--- config.mk ---
export PLATFORM = sky130hd
export DESIGN_NAME = sat_unit
export DESIGN_NICKNAME = d
export VERILOG_FILES = /design/src/rtl/sat_unit.sv
export SDC_FILE = /design/constraint.sdc
export NUM_CORES = 1
export LEC_CHECK = 0
export BUFFER_PORTS_ARGS = -buffer_cell sky130_fd_sc_hd__buf_2
export CORE_MARGIN = 5
export CORE_UTILIZATION = 30
export DETAILED_ROUTE_END_ITERATION = 8
export PLACE_DENSITY = 0.46
export RECOVER_POWER = 50
export REMOVE_ABC_BUFFERS = 1
export SETUP_SLACK_MARGIN = 0.02
export SLEW_MARGIN = 40
export SYNTH_ARGS = -nofsm -noshare
export SYNTH_HDL_FRONTEND = slang
export SYNTH_SLANG_ARGS = --single-unit
--- constraint.sdc ---
create_clock -name clk -period 11.75 [get_ports clk]
set_input_delay 0.5875 -clock clk [delete_from_list [all_inputs] [get_ports clk]]
set_output_delay 0.5875 -clock clk [all_outputs]
set_load 0.01 [all_outputs]
--- src/rtl/sat_unit.sv ---
module sat_unit #(
  parameter int W  = 32,
  parameter int HW = 16
) (
  input  logic                 clk,
  input  logic                 rst_n,
  input  logic                 in_valid,
  input  logic [2:0]           op,
  input  logic [W-1:0]         a,
  input  logic [W-1:0]         b,
  input  logic [$clog2(W)-1:0] pos,
  input  logic [$clog2(W)-1:0] shamt,
  output logic                 out_valid,
  output logic [W-1:0]         result,
  output logic                 sat_flag
);
  localparam int SW    = $clog2(W);
  localparam int LANES = W / HW;

  localparam logic [2:0] OP_ADDW = 3'd0, OP_SUBW = 3'd1, OP_ADDH = 3'd2, OP_SUBH = 3'd3,
                         OP_RSATS = 3'd4, OP_RSATU = 3'd5, OP_SATS = 3'd6, OP_SATU = 3'd7;

  function automatic logic [W:0] clamp(input logic signed [W+1:0] x,
                                       input logic [SW-1:0] p, input logic uns);
    logic signed [W+1:0] hi, lo;
    if (uns) begin
      hi = ((W+2)'(2) << p) - (W+2)'(1);
      lo = '0;
    end else begin
      hi = ((W+2)'(1) << p) - (W+2)'(1);
      lo = -((W+2)'(1) << p);
    end
    if (x > hi)      return {1'b1, hi[W-1:0]};
    else if (x < lo) return {1'b1, lo[W-1:0]};
    else             return {1'b0, x[W-1:0]};
  endfunction

  logic                 s1_v, s1_uns;
  logic signed [W+1:0]  s1_x;
  logic [SW-1:0]        s1_pos;

  wire accept = in_valid & ~s1_v;
  wire is_rnd = (op == OP_RSATS) | (op == OP_RSATU);
  wire is_sub = op[0];

  // word add/sub
  logic signed [W:0] wsum;
  assign wsum = is_sub ? ({a[W-1], a} - {b[W-1], b}) : ({a[W-1], a} + {b[W-1], b});
  wire         wovf = wsum[W] ^ wsum[W-1];
  wire [W-1:0] wres = wovf ? (wsum[W] ? {1'b1, {(W-1){1'b0}}} : {1'b0, {(W-1){1'b1}}})
                           : wsum[W-1:0];

  // packed halfword add/sub
  logic [W-1:0]     hres;
  logic [LANES-1:0] hflag;
  for (genvar l = 0; l < LANES; l++) begin : g_lane
    wire signed [HW:0] la = {a[l*HW+HW-1], a[l*HW +: HW]};
    wire signed [HW:0] lb = {b[l*HW+HW-1], b[l*HW +: HW]};
    wire signed [HW:0] ls = is_sub ? (la - lb) : (la + lb);
    assign hflag[l] = ls[HW] ^ ls[HW-1];
    assign hres[l*HW +: HW] = hflag[l] ? (ls[HW] ? {1'b1, {(HW-1){1'b0}}} : {1'b0, {(HW-1){1'b1}}})
                                       : ls[HW-1:0];
  end

  // shift paths
  logic signed [W+1:0] ext, rnd, xsh, xrn, xsum;
  assign ext  = {{2{a[W-1]}}, a};
  assign rnd  = (shamt == '0) ? '0 : ((W+2)'(1) << (shamt - 1'b1));
  assign xsum = ext + rnd;
  assign xsh  = ext >>> shamt;
  assign xrn  = xsum >>> shamt;

  logic [W:0] nres;
  always_comb begin
    case (op)
      OP_ADDW, OP_SUBW: nres = {wovf, wres};
      OP_ADDH, OP_SUBH: nres = {|hflag, hres};
      OP_SATS:          nres = clamp(xsh, pos, 1'b0);
      OP_SATU:          nres = clamp(xsh, pos, 1'b1);
      default:          nres = '0;
    endcase
  end

  always_ff @(posedge clk) begin
    if (!rst_n) begin
      s1_v      <= 1'b0;
      s1_uns    <= 1'b0;
      s1_x      <= '0;
      s1_pos    <= '0;
      out_valid <= 1'b0;
      result    <= '0;
      sat_flag  <= 1'b0;
    end else begin
      s1_v      <= accept & is_rnd;
      out_valid <= s1_v | (accept & ~is_rnd);
      if (accept & is_rnd) begin
        s1_x   <= xrn;
        s1_pos <= pos;
        s1_uns <= (op == OP_RSATU);
      end
      if (s1_v)                    {sat_flag, result} <= clamp(s1_x, s1_pos, s1_uns);
      else if (accept & ~is_rnd)   {sat_flag, result} <= nres;
    end
  end
endmodule


### Word-level counts from Yosys, hierarchy flattened

Index checks and enable logic that the tools add are counted.

* flip-flop bits (word level): 75
* input bits: 80
* output and inout bits: 34

* add/subtract/negate cells: 14
* order comparisons: 6
* equal/unequal tests: 7
* shift-type cells: 7
* multiplexer cells: 31
* bitwise operators: 10
* reduce and logical (&&, ||, !) cells: 6

Operators by type and width (number)
* 34-bit 2-to-1 mux: 11
* 33-bit 2-to-1 mux: 7
* 34-bit by 2-bit subtractor with 34-bit output, second input constant: 4
* 33-bit case mux with 4 select lines: 1
* 32-bit 2-to-1 mux: 4
* 34-bit greater-than comparator: 3
* 34-bit less-than comparator: 3
* 1-bit by 5-bit << shifter with 34-bit output, first input constant: 3
* 34-bit negator: 2
* 2-bit by 5-bit << shifter with 34-bit output, first input constant: 2
* 16-bit 2-to-1 mux: 4
* 16-bit by 16-bit adder with 17-bit output: 2
* 32-bit by 34-bit adder with 34-bit output: 1
* 17-bit 2-to-1 mux: 2
* 32-bit by 5-bit >>> shifter with 34-bit output: 1
* 34-bit by 5-bit >>> shifter with 34-bit output: 1
* 16-bit by 16-bit subtractor with 17-bit output: 2
* 32-bit by 32-bit adder with 33-bit output: 1
* 32-bit by 32-bit subtractor with 33-bit output: 1
* 3-bit equality test, second input constant: 4
* 3-bit by 2-bit equality test with 1-bit output, second input constant: 2
* 2-bit OR reduction: 3
* 5-bit logical NOT: 1
* 5-bit by 1-bit subtractor with 5-bit output, second input constant: 1
* 8 further kinds: 15

### Depth between registers and ports, before layout

Gate-level depths: netlist of run 1.

* word-level depth: 9
* gate-level depth with buffers: 29
* depth with buffers taken out: 23

### Worst setup path after synthesis of run 1

No wires, ideal clock.

* kind: reg2reg
* start point: register s1_uns
* end point: register result[17]
* data arrival time: 5.892 ns
* required time: 11.615 ns
* path slack: 5.722 ns
* stages on the path, launching flop included: 26
* buffers on the path: 7
* cell sequence: dfxtp_1 clkbuf_1 clkbuf_1 clkbuf_1 buf_1 nor2_1 a31oi_1 ha_1 clkbuf_1 inv_1 nor2_1 nor2_1 a32o_1 a211oi_1 ha_1 nand2_1 o21ai_0 a221oi_1 o31ai_1 o31ai_1 mux2i_1 clkbuf_1 clkbuf_1 a21oi_1 a2111oi_0 a31oi_1

* longest elaborated chain between the ends: 7

Ends and longest elaborated chain
* from (decl): line 38 `logic s1_v, s1_uns;`
* from (signal assigned): line 99 `s1_uns <= (op == OP_RSATU);`
* 34-bit 2-to-1 mux: line 26 `if (uns) begin`
* 34-bit 2-to-1 mux: line 101 `if (s1_v) {sat_flag, result} <= clamp(s1_x, s1_pos, s1_uns);`
* 34-bit 2-to-1 mux: line 85 `if (!rst_n) begin`
* 34-bit less-than comparator: line 34 `else if (x < lo) return {1'b1, lo[W-1:0]};`
* 33-bit 2-to-1 mux: line 34
* 33-bit 2-to-1 mux (*): line 33 `if (x > hi) return {1'b1, hi[W-1:0]};`
* 32-bit 2-to-1 mux (*): line 101
* to (signal assigned): line 101
* to (signal assigned): line 102 `else if (accept & ~is_rnd) {sat_flag, result} <= nres;`
* to (decl): line 14 `output logic [W-1:0] result,`

Every way passes the cells marked *; elsewhere a longest branch is shown, timed or not. The select of a mux whose other input is x is not followed.
A chain may end at the register's enable or synchronous reset.

### Final worst setup path of run 1

* start point: input port shamt[1]
* end point: register s1_x[11]

* longest elaborated chain between the ends: 5

Ends and longest elaborated chain
* from (decl): line 12 `input logic [$clog2(W)-1:0] shamt,`
* 5-bit by 1-bit subtractor with 5-bit output: line 68 `assign rnd = (shamt == '0) ? '0 : ((W+2)'(1) << (shamt - 1'b1));`
* 1-bit by 5-bit << shifter with 34-bit output: line 68
* 34-bit 2-to-1 mux: line 68
* 32-bit by 34-bit adder with 34-bit output: line 69 `assign xsum = ext + rnd;`
* 34-bit by 5-bit >>> shifter with 34-bit output (*): line 71 `assign xrn = xsum >>> shamt;`
* to (signal assigned): line 97 `s1_x <= xrn;`
* to (decl): line 39 `logic signed [W+1:0] s1_x;`

Every way passes the cells marked *; elsewhere a longest branch is shown, timed or not.

==> flow_metrics.tcl, run 1 <==
set metrics [dict create \
    cp-end-kind "flop" \
    fmax_mhz 110 \
    status "finished with violations" \
    grt_pass1_wl_mm 162 \
    p_leak_nw 9.65 \
    synth_flop_cell "dfxtp_1" \
    timing_worst_slew_pin_value_ns 3.18 \
    fin_nets 3434 \
    viasPerCell 6.29 \
    ant_nets 0 \
    port_buffers 113 \
    cts.sinks 75 \
    htree_levels 3 \
    grt-ovfl-total 0 \
    synth_edf_count 0 \
    multi_input_area_um2 19000 \
    pre_cts_ws_ns 4.44 \
    first_global_vias 23400 \
    cp.required_ns 12.01 \
    clk_latency_ns 0.37 \
    mostFrequentLayoutCells "nand2_1 (324), a21oi_1 (275), nor2_1 (271)" \
    async_reset_ff_frac 0 \
    ioPinCount 114 \
    ys_seq_area_frac 0.0689 \
    worstPathArrival_ns 9.31 \
    grt_max_degree 75 \
    synth_cell_types 100 \
    drv_cap 5 \
    rsz0062_at_grt "no" \
    drc 0 \
    ys_seq_elements 75 \
    synth_top_family_by_area "compound AO/OA/AOI/OAI gates" \
    cts_tree "built" \
    final_common_cell "nand2_1" \
    register_area_um2 1500 \
    syn_inst 3131 \
    slew_headroom -1.12 \
    finalHoldViolCount 0 \
    fillers 7946 \
    layout-drive-gt1-share 0.0990 \
    drt-pass1-iter-count 7 \
    clock-root-buffer "clkbuf_16" \
    grtUsageTotal 0.271 \
    setup_violations 0 \
    synth_warnings 0 \
    synth-adder-area-share 0.145 \
    clockBufferDepth 2 \
    period_needed_ns 9.05 \
    post_drt_wl_per_cell_um 27.7 \
    core_area_um2 71700 \
    numCtsBuffers 9 \
    dieArea_um2 78100 \
    drtIter0Drc 3180 \
    std_cell_rows 98 \
    synth.avg_cell_area_um2 6.96 \
    cts.reportedPaths.clkPinSlew_ns 0.07 \
    die_h_um 279 \
    ctsHoldBuffers 0 \
    min_path_type "flop to flop" \
    critPathKind "primary input to flop" \
    cts_setup_buffers 0 \
    finalMaxSlewViolations 166 \
    syn_area_um2 21800 \
    synth_mux_area_frac 0.107 \
    synth_xor_area_frac 0.0499 \
    initial_core_util 0.304 \
    clock_skew_ns 0.0150 \
    cp_max_fo 61 \
    area_delta_synth_final_pct 7.98 \
    synthSimpleGateAreaFrac 0.222 \
    reg2reg_depth 23 \
    ir_worst_vdd_v 0.0000557 \
    hold-path-cell-count 2 \
    drt_wl_total_mm 113 \
    synth_compound_area_frac 0.341 \
    period_share 0.770 \
    globalplace.congestion 1.00 \
    die_x_um 279 \
    p_per_area_nw_per_um2 86.9 \
    cp-start-kind "primary input" \
    antenna_found_initial 2 \
    dp_hpwl_mm 89.1 \
    num_vias 25500 \
    cts.repair.resized 0 \
    violations "capacitance limit, slew limit" \
    worst_slack_ns 2.70 \
    setup_tns_ns 0 \
    power_mw 2.04 \
]
final cells by class:
class / count / share of cell area
diodes: 3 / 0.000319
clock buffers: 10 / 0.00973
clock inverters: 6 / 0.00309
inverters: 125 / 0.0201
multi-input cells: 2714 / 0.809
flip-flops and latches: 75 / 0.0638
well taps: 950 / 0.0505
repair buffers: 180 / 0.0432
power by group:
part	internal, mW	leakage (nW)	switching, mW
clock	0.168	0.149	0.135
sequential	0.276	0.615	0.0347
combinational	0.473	8.89	0.958
registers in the layout, indices dropped and copies added, names as in the netlist:
signal / count
s1_pos: 5
s1_v: 1
sat_flag: 1
s1_uns: 1
s1_x: 34
out_valid: 1
result: 32
critical path, cell delays in order:
cell and delay (ns):
buf_2 0.35, clkbuf_1 2.28, clkinv_1 0.48, buf_4 0.45, nor2_1 0.51, nand3_1 0.27
fa_1 0.50, nor2b_1 0.13, o21a_1 0.14, o211ai_1 0.20, a211o_1 0.40, a211oi_1 0.63
o21a_1 0.26, nor3_1 0.07, o311ai_0 1.24, mux4_2 0.48, o21ai_0 0.09, o2bb2ai_1 0.22
through the flow:
stage	instances	cell area, um^2	utilization	hold slack [ns]
2_1_floorplan	2914	20800	-	0.458
3_3_place_gp	4044	23100	0.323	0.542
3_5_place_dp	4044	23200	0.323	0.544
4_1_cts	4060	23500	0.327	0.555
5_1_grt	4060	23500	0.328	0.585
6_report	4063	23500	0.328	0.560
metal layers:
layer  GRT usage  wire, um  vias up
li1            -         -    11800
met1       0.376     49400    12300
met2       0.419     48500     1222
met3      0.0538      9600      205
met4      0.0974      4820        4
met5           0       187        -
cell families after synthesis:
logic type      Yosys count
compound gates         1128
xor+xnor                124
fa+ha+maj               251
buf+inv                 347
flops                    75
mux                     173
other cells               2
simple gates           1031
worst paths after layout:
check / endpoint / slack (ns) / startpoint
setup / recovery: s1_x[11]$_SDFFE_PN0P_ / 2.70 / shamt[1]
hold / removal: s1_x[33]$_SDFFE_PN0P_ / 0.56 / s1_x[33]$_SDFFE_PN0P_
setup reg to reg: result[4]$_SDFFE_PN0P_ / 4.28 / s1_pos[0]$_SDFFE_PN0P_
hold reg to reg: s1_x[33]$_SDFFE_PN0P_ / 0.56 / s1_x[33]$_SDFFE_PN0P_
cells in the mapped netlist (all sizes together), types with 20 or more instances:
library cell | count | area (um^2)
dfxtp | 75 | 1500
nand3 | 82 | 410
a211oi | 65 | 500
o21a | 31 | 233
a21o | 65 | 488
o211ai | 67 | 503
and3 | 35 | 219
a211o | 23 | 201
nor3 | 93 | 465
xnor2 | 91 | 797
xor2 | 33 | 289
o21ai | 270 | 1350
mux2 | 39 | 439
nor2 | 273 | 1020
nor2b | 31 | 194
nand2 | 324 | 1220
buf | 48 | 313
inv | 120 | 453
mux4 | 42 | 961
o221ai | 23 | 219
a31oi | 63 | 400
a21oi | 280 | 1410
clkbuf | 174 | 653
nand2b | 30 | 195
ha | 246 | 3080
mux2i | 92 | 921
nor4 | 28 | 190
and2 | 27 | 169
a2111oi | 20 | 213
nand4 | 34 | 213
(Power assumes the default switching activity.)
==> inputs of run 2 (changes only) <==
- PLACE_DENSITY: 0.46 -> 0.48
- clock period: 11.75 -> 7.39 ns (I/O delays scaled with it)
==> run 2 against run 1 <==
Net effect: the run still ends with capacitance limit, slew limit left; largest power group unchanged; core utilization is 0.28 points higher; sequential power is 57% higher; die area stayed put; via count is 0.85% lower; worst hold slack worse by 0.077 ns; total power is 58% higher; setup slack worse by 1.7 ns; largest cell class unchanged; first-iteration DRC count is 14% lower; wire length is 6.9% lower; clock power is 56% higher; highest routed layer is now met4.
==> flow_metrics.tcl, run 2 (synthesized netlist as in run 1, its figures left out) <==
set metrics [dict create \
    reg_top3 "s1_x: 34 flops, result: 32 flops, s1_pos: 5 flops" \
    grt_pass1_wl_mm 154 \
    clock_skew_ns 0.00681 \
    core_area_um2 71700 \
    ir_worst_vdd_v 0.000151 \
    fmax_mhz 157 \
    p_leak_nw 9.80 \
    top_register "s1_x" \
    timing_worst_slew_pin_value_ns 2.13 \
    clock-root-buffer "clkbuf_16" \
    initial_core_util 0.304 \
    p_per_area_nw_per_um2 136 \
    fin_nets 3471 \
    viasPerCell 6.18 \
    path_cells "buf_2 -> clkbuf_1 -> mux4_2 -> nand2_1 -> nand2_1 -> nor2_1 -> a211oi_1 -> a21oi_1 -> inv_1 -> ha_1 -> nand4_1 -> nor4_1 -> a211oi_1 -> a21boi_0 -> o32ai_1 -> o211ai_1 -> nor2b_2 -> buf_4 -> mux2i_1 -> nor4_1 -> a221oi_1" \
    crit_family "simple AND/OR/NAND/NOR gates" \
    largest_register_ff_count 34 \
    layout-drive-gt1-share 0.105 \
    min_path_type "primary input to flop" \
    drt-pass1-iter-count 6 \
    cp_max_fo 19 \
    crit_end "result[4]$_SDFFE_PN0P_" \
    globalplace.congestion 0.976 \
    antenna_found_initial 2 \
    clockBufferDepth 2 \
    drt_wl_total_mm 105 \
    dieArea_um2 78100 \
    multi_input_area_um2 18900 \
    cp.required_ns 7.53 \
    std_cell_rows 98 \
    ctsHoldBuffers 0 \
    htree_levels 3 \
    setup_violations 0 \
    slew_headroom -0.423 \
    r2r_start "s1_pos[0]$_SDFFE_PN0P_" \
    drtIter0Drc 2733 \
    dp_hpwl_mm 84.1 \
    fillers 7956 \
    finalHoldViolCount 0 \
    post_drt_wl_per_cell_um 25.5 \
    drc 0 \
    final_common_cell "nand2_1" \
    slowest_delay_ns 0.83 \
    place_inst 4081 \
    mostFrequentLayoutCells "nand2_1 (324), a21oi_1 (278), nor2_1 (271)" \
    area_delta_synth_final_pct 8.91 \
    cts_setup_buffers 0 \
    cp-start-kind "primary input" \
    die_x_um 279 \
    pre_cts_ws_ns 0.967 \
    violations "capacitance limit, slew limit" \
    finalMaxSlewViolations 38 \
    worstPathArrival_ns 6.51 \
    r2r_slack_ns 1.08 \
    final_cells 4100 \
    grtUsageTotal 0.253 \
    grt-ovfl-total 0 \
    cp_slowest_cell "clkbuf_1" \
    cts_tree "built" \
    drv_cap 1 \
    first_global_vias 23500 \
    die_h_um 279 \
    worst_slack_ns 1.02 \
    hold_ws_ns 0.483 \
    cts.reportedPaths.clkPinSlew_ns 0.07 \
    crit_path_start "shamt[1]" \
    cp-end-kind "flop" \
    register_area_um2 1500 \
    ant_nets 0 \
    path_depth 21 \
    power_mw 3.22 \
    status "finished with violations" \
    numCtsBuffers 9 \
    critPathKind "primary input to flop" \
    grt_max_degree 59 \
    r2r-end "result[19]$_SDFFE_PN0P_" \
    port_buffers 113 \
    rsz0062_at_grt "no" \
    num_vias 25300 \
    period_needed_ns 6.37 \
    critPathBufInv 4 \
    period_share 0.862 \
    cts.repair.resized 0 \
    reg2reg_depth 22 \
    ioPinCount 114 \
    clk_latency_ns 0.37 \
    cts.sinks 75 \
]
## run 2: area by class of cell
type / count / area share
multi-input cells: 2714 / 0.798
flip-flops and latches: 75 / 0.0633
repair buffers: 217 / 0.0558
well taps: 950 / 0.0501
inverters: 125 / 0.0199
clock buffers: 9 / 0.00949
clock inverters: 7 / 0.00322
diodes: 3 / 0.000316
## run 2: power breakdown
group          internal [mW]  total, mW  switching [mW]
Clock                  0.241      0.473           0.232
Sequential             0.438      0.487          0.0489
Combinational          0.777       2.26            1.48
Total                   1.46       3.22            1.77
## run 2: worst min path at each step
stage | start | end | slack (ns) | depth (start not counted)
after floorplan | s1_x[33]$_SDFFE_PN0P_ | s1_x[33]$_SDFFE_PN0P_ | 0.46 | 2
after global placement | s1_pos[4]$_SDFFE_PN0P_ | s1_pos[4]$_SDFFE_PN0P_ | 0.49 | 2
after detailed placement | s1_pos[4]$_SDFFE_PN0P_ | s1_pos[4]$_SDFFE_PN0P_ | 0.49 | 2
after CTS | in_valid | out_valid$_SDFF_PN0_ | 0.45 | 3
after global routing | in_valid | out_valid$_SDFF_PN0_ | 0.50 | 3
final | in_valid | out_valid$_SDFF_PN0_ | 0.48 | 3
## run 2: routing by layer
layer | global-route usage | up-vias | share of wire
met5 | 0 | - | 0
met4 | 0.0935 | 0 | 0.043
met3 | 0.0317 | 192 | 0.078
met2 | 0.384 | 1181 | 0.42
met1 | 0.365 | 12100 | 0.46
li1 | - | 11900 | -
## run 2: stage by stage
stage          instance area [um^2]  setup TNS (ns)  utilization
3_3_place_gp                  23400               0        0.327
5_1_grt                       23700               0        0.331
3_5_place_dp                  23500               0        0.327
6_report                      23700               0        0.331
2_1_floorplan                 20800           -3.52            -
4_1_cts                       23800               0        0.331
## run 2: tightest hold or removal path, stage by stage
cell and delay (ns):
buf_2 0.13, a21oi_2 0.14, nor2_1 0.13
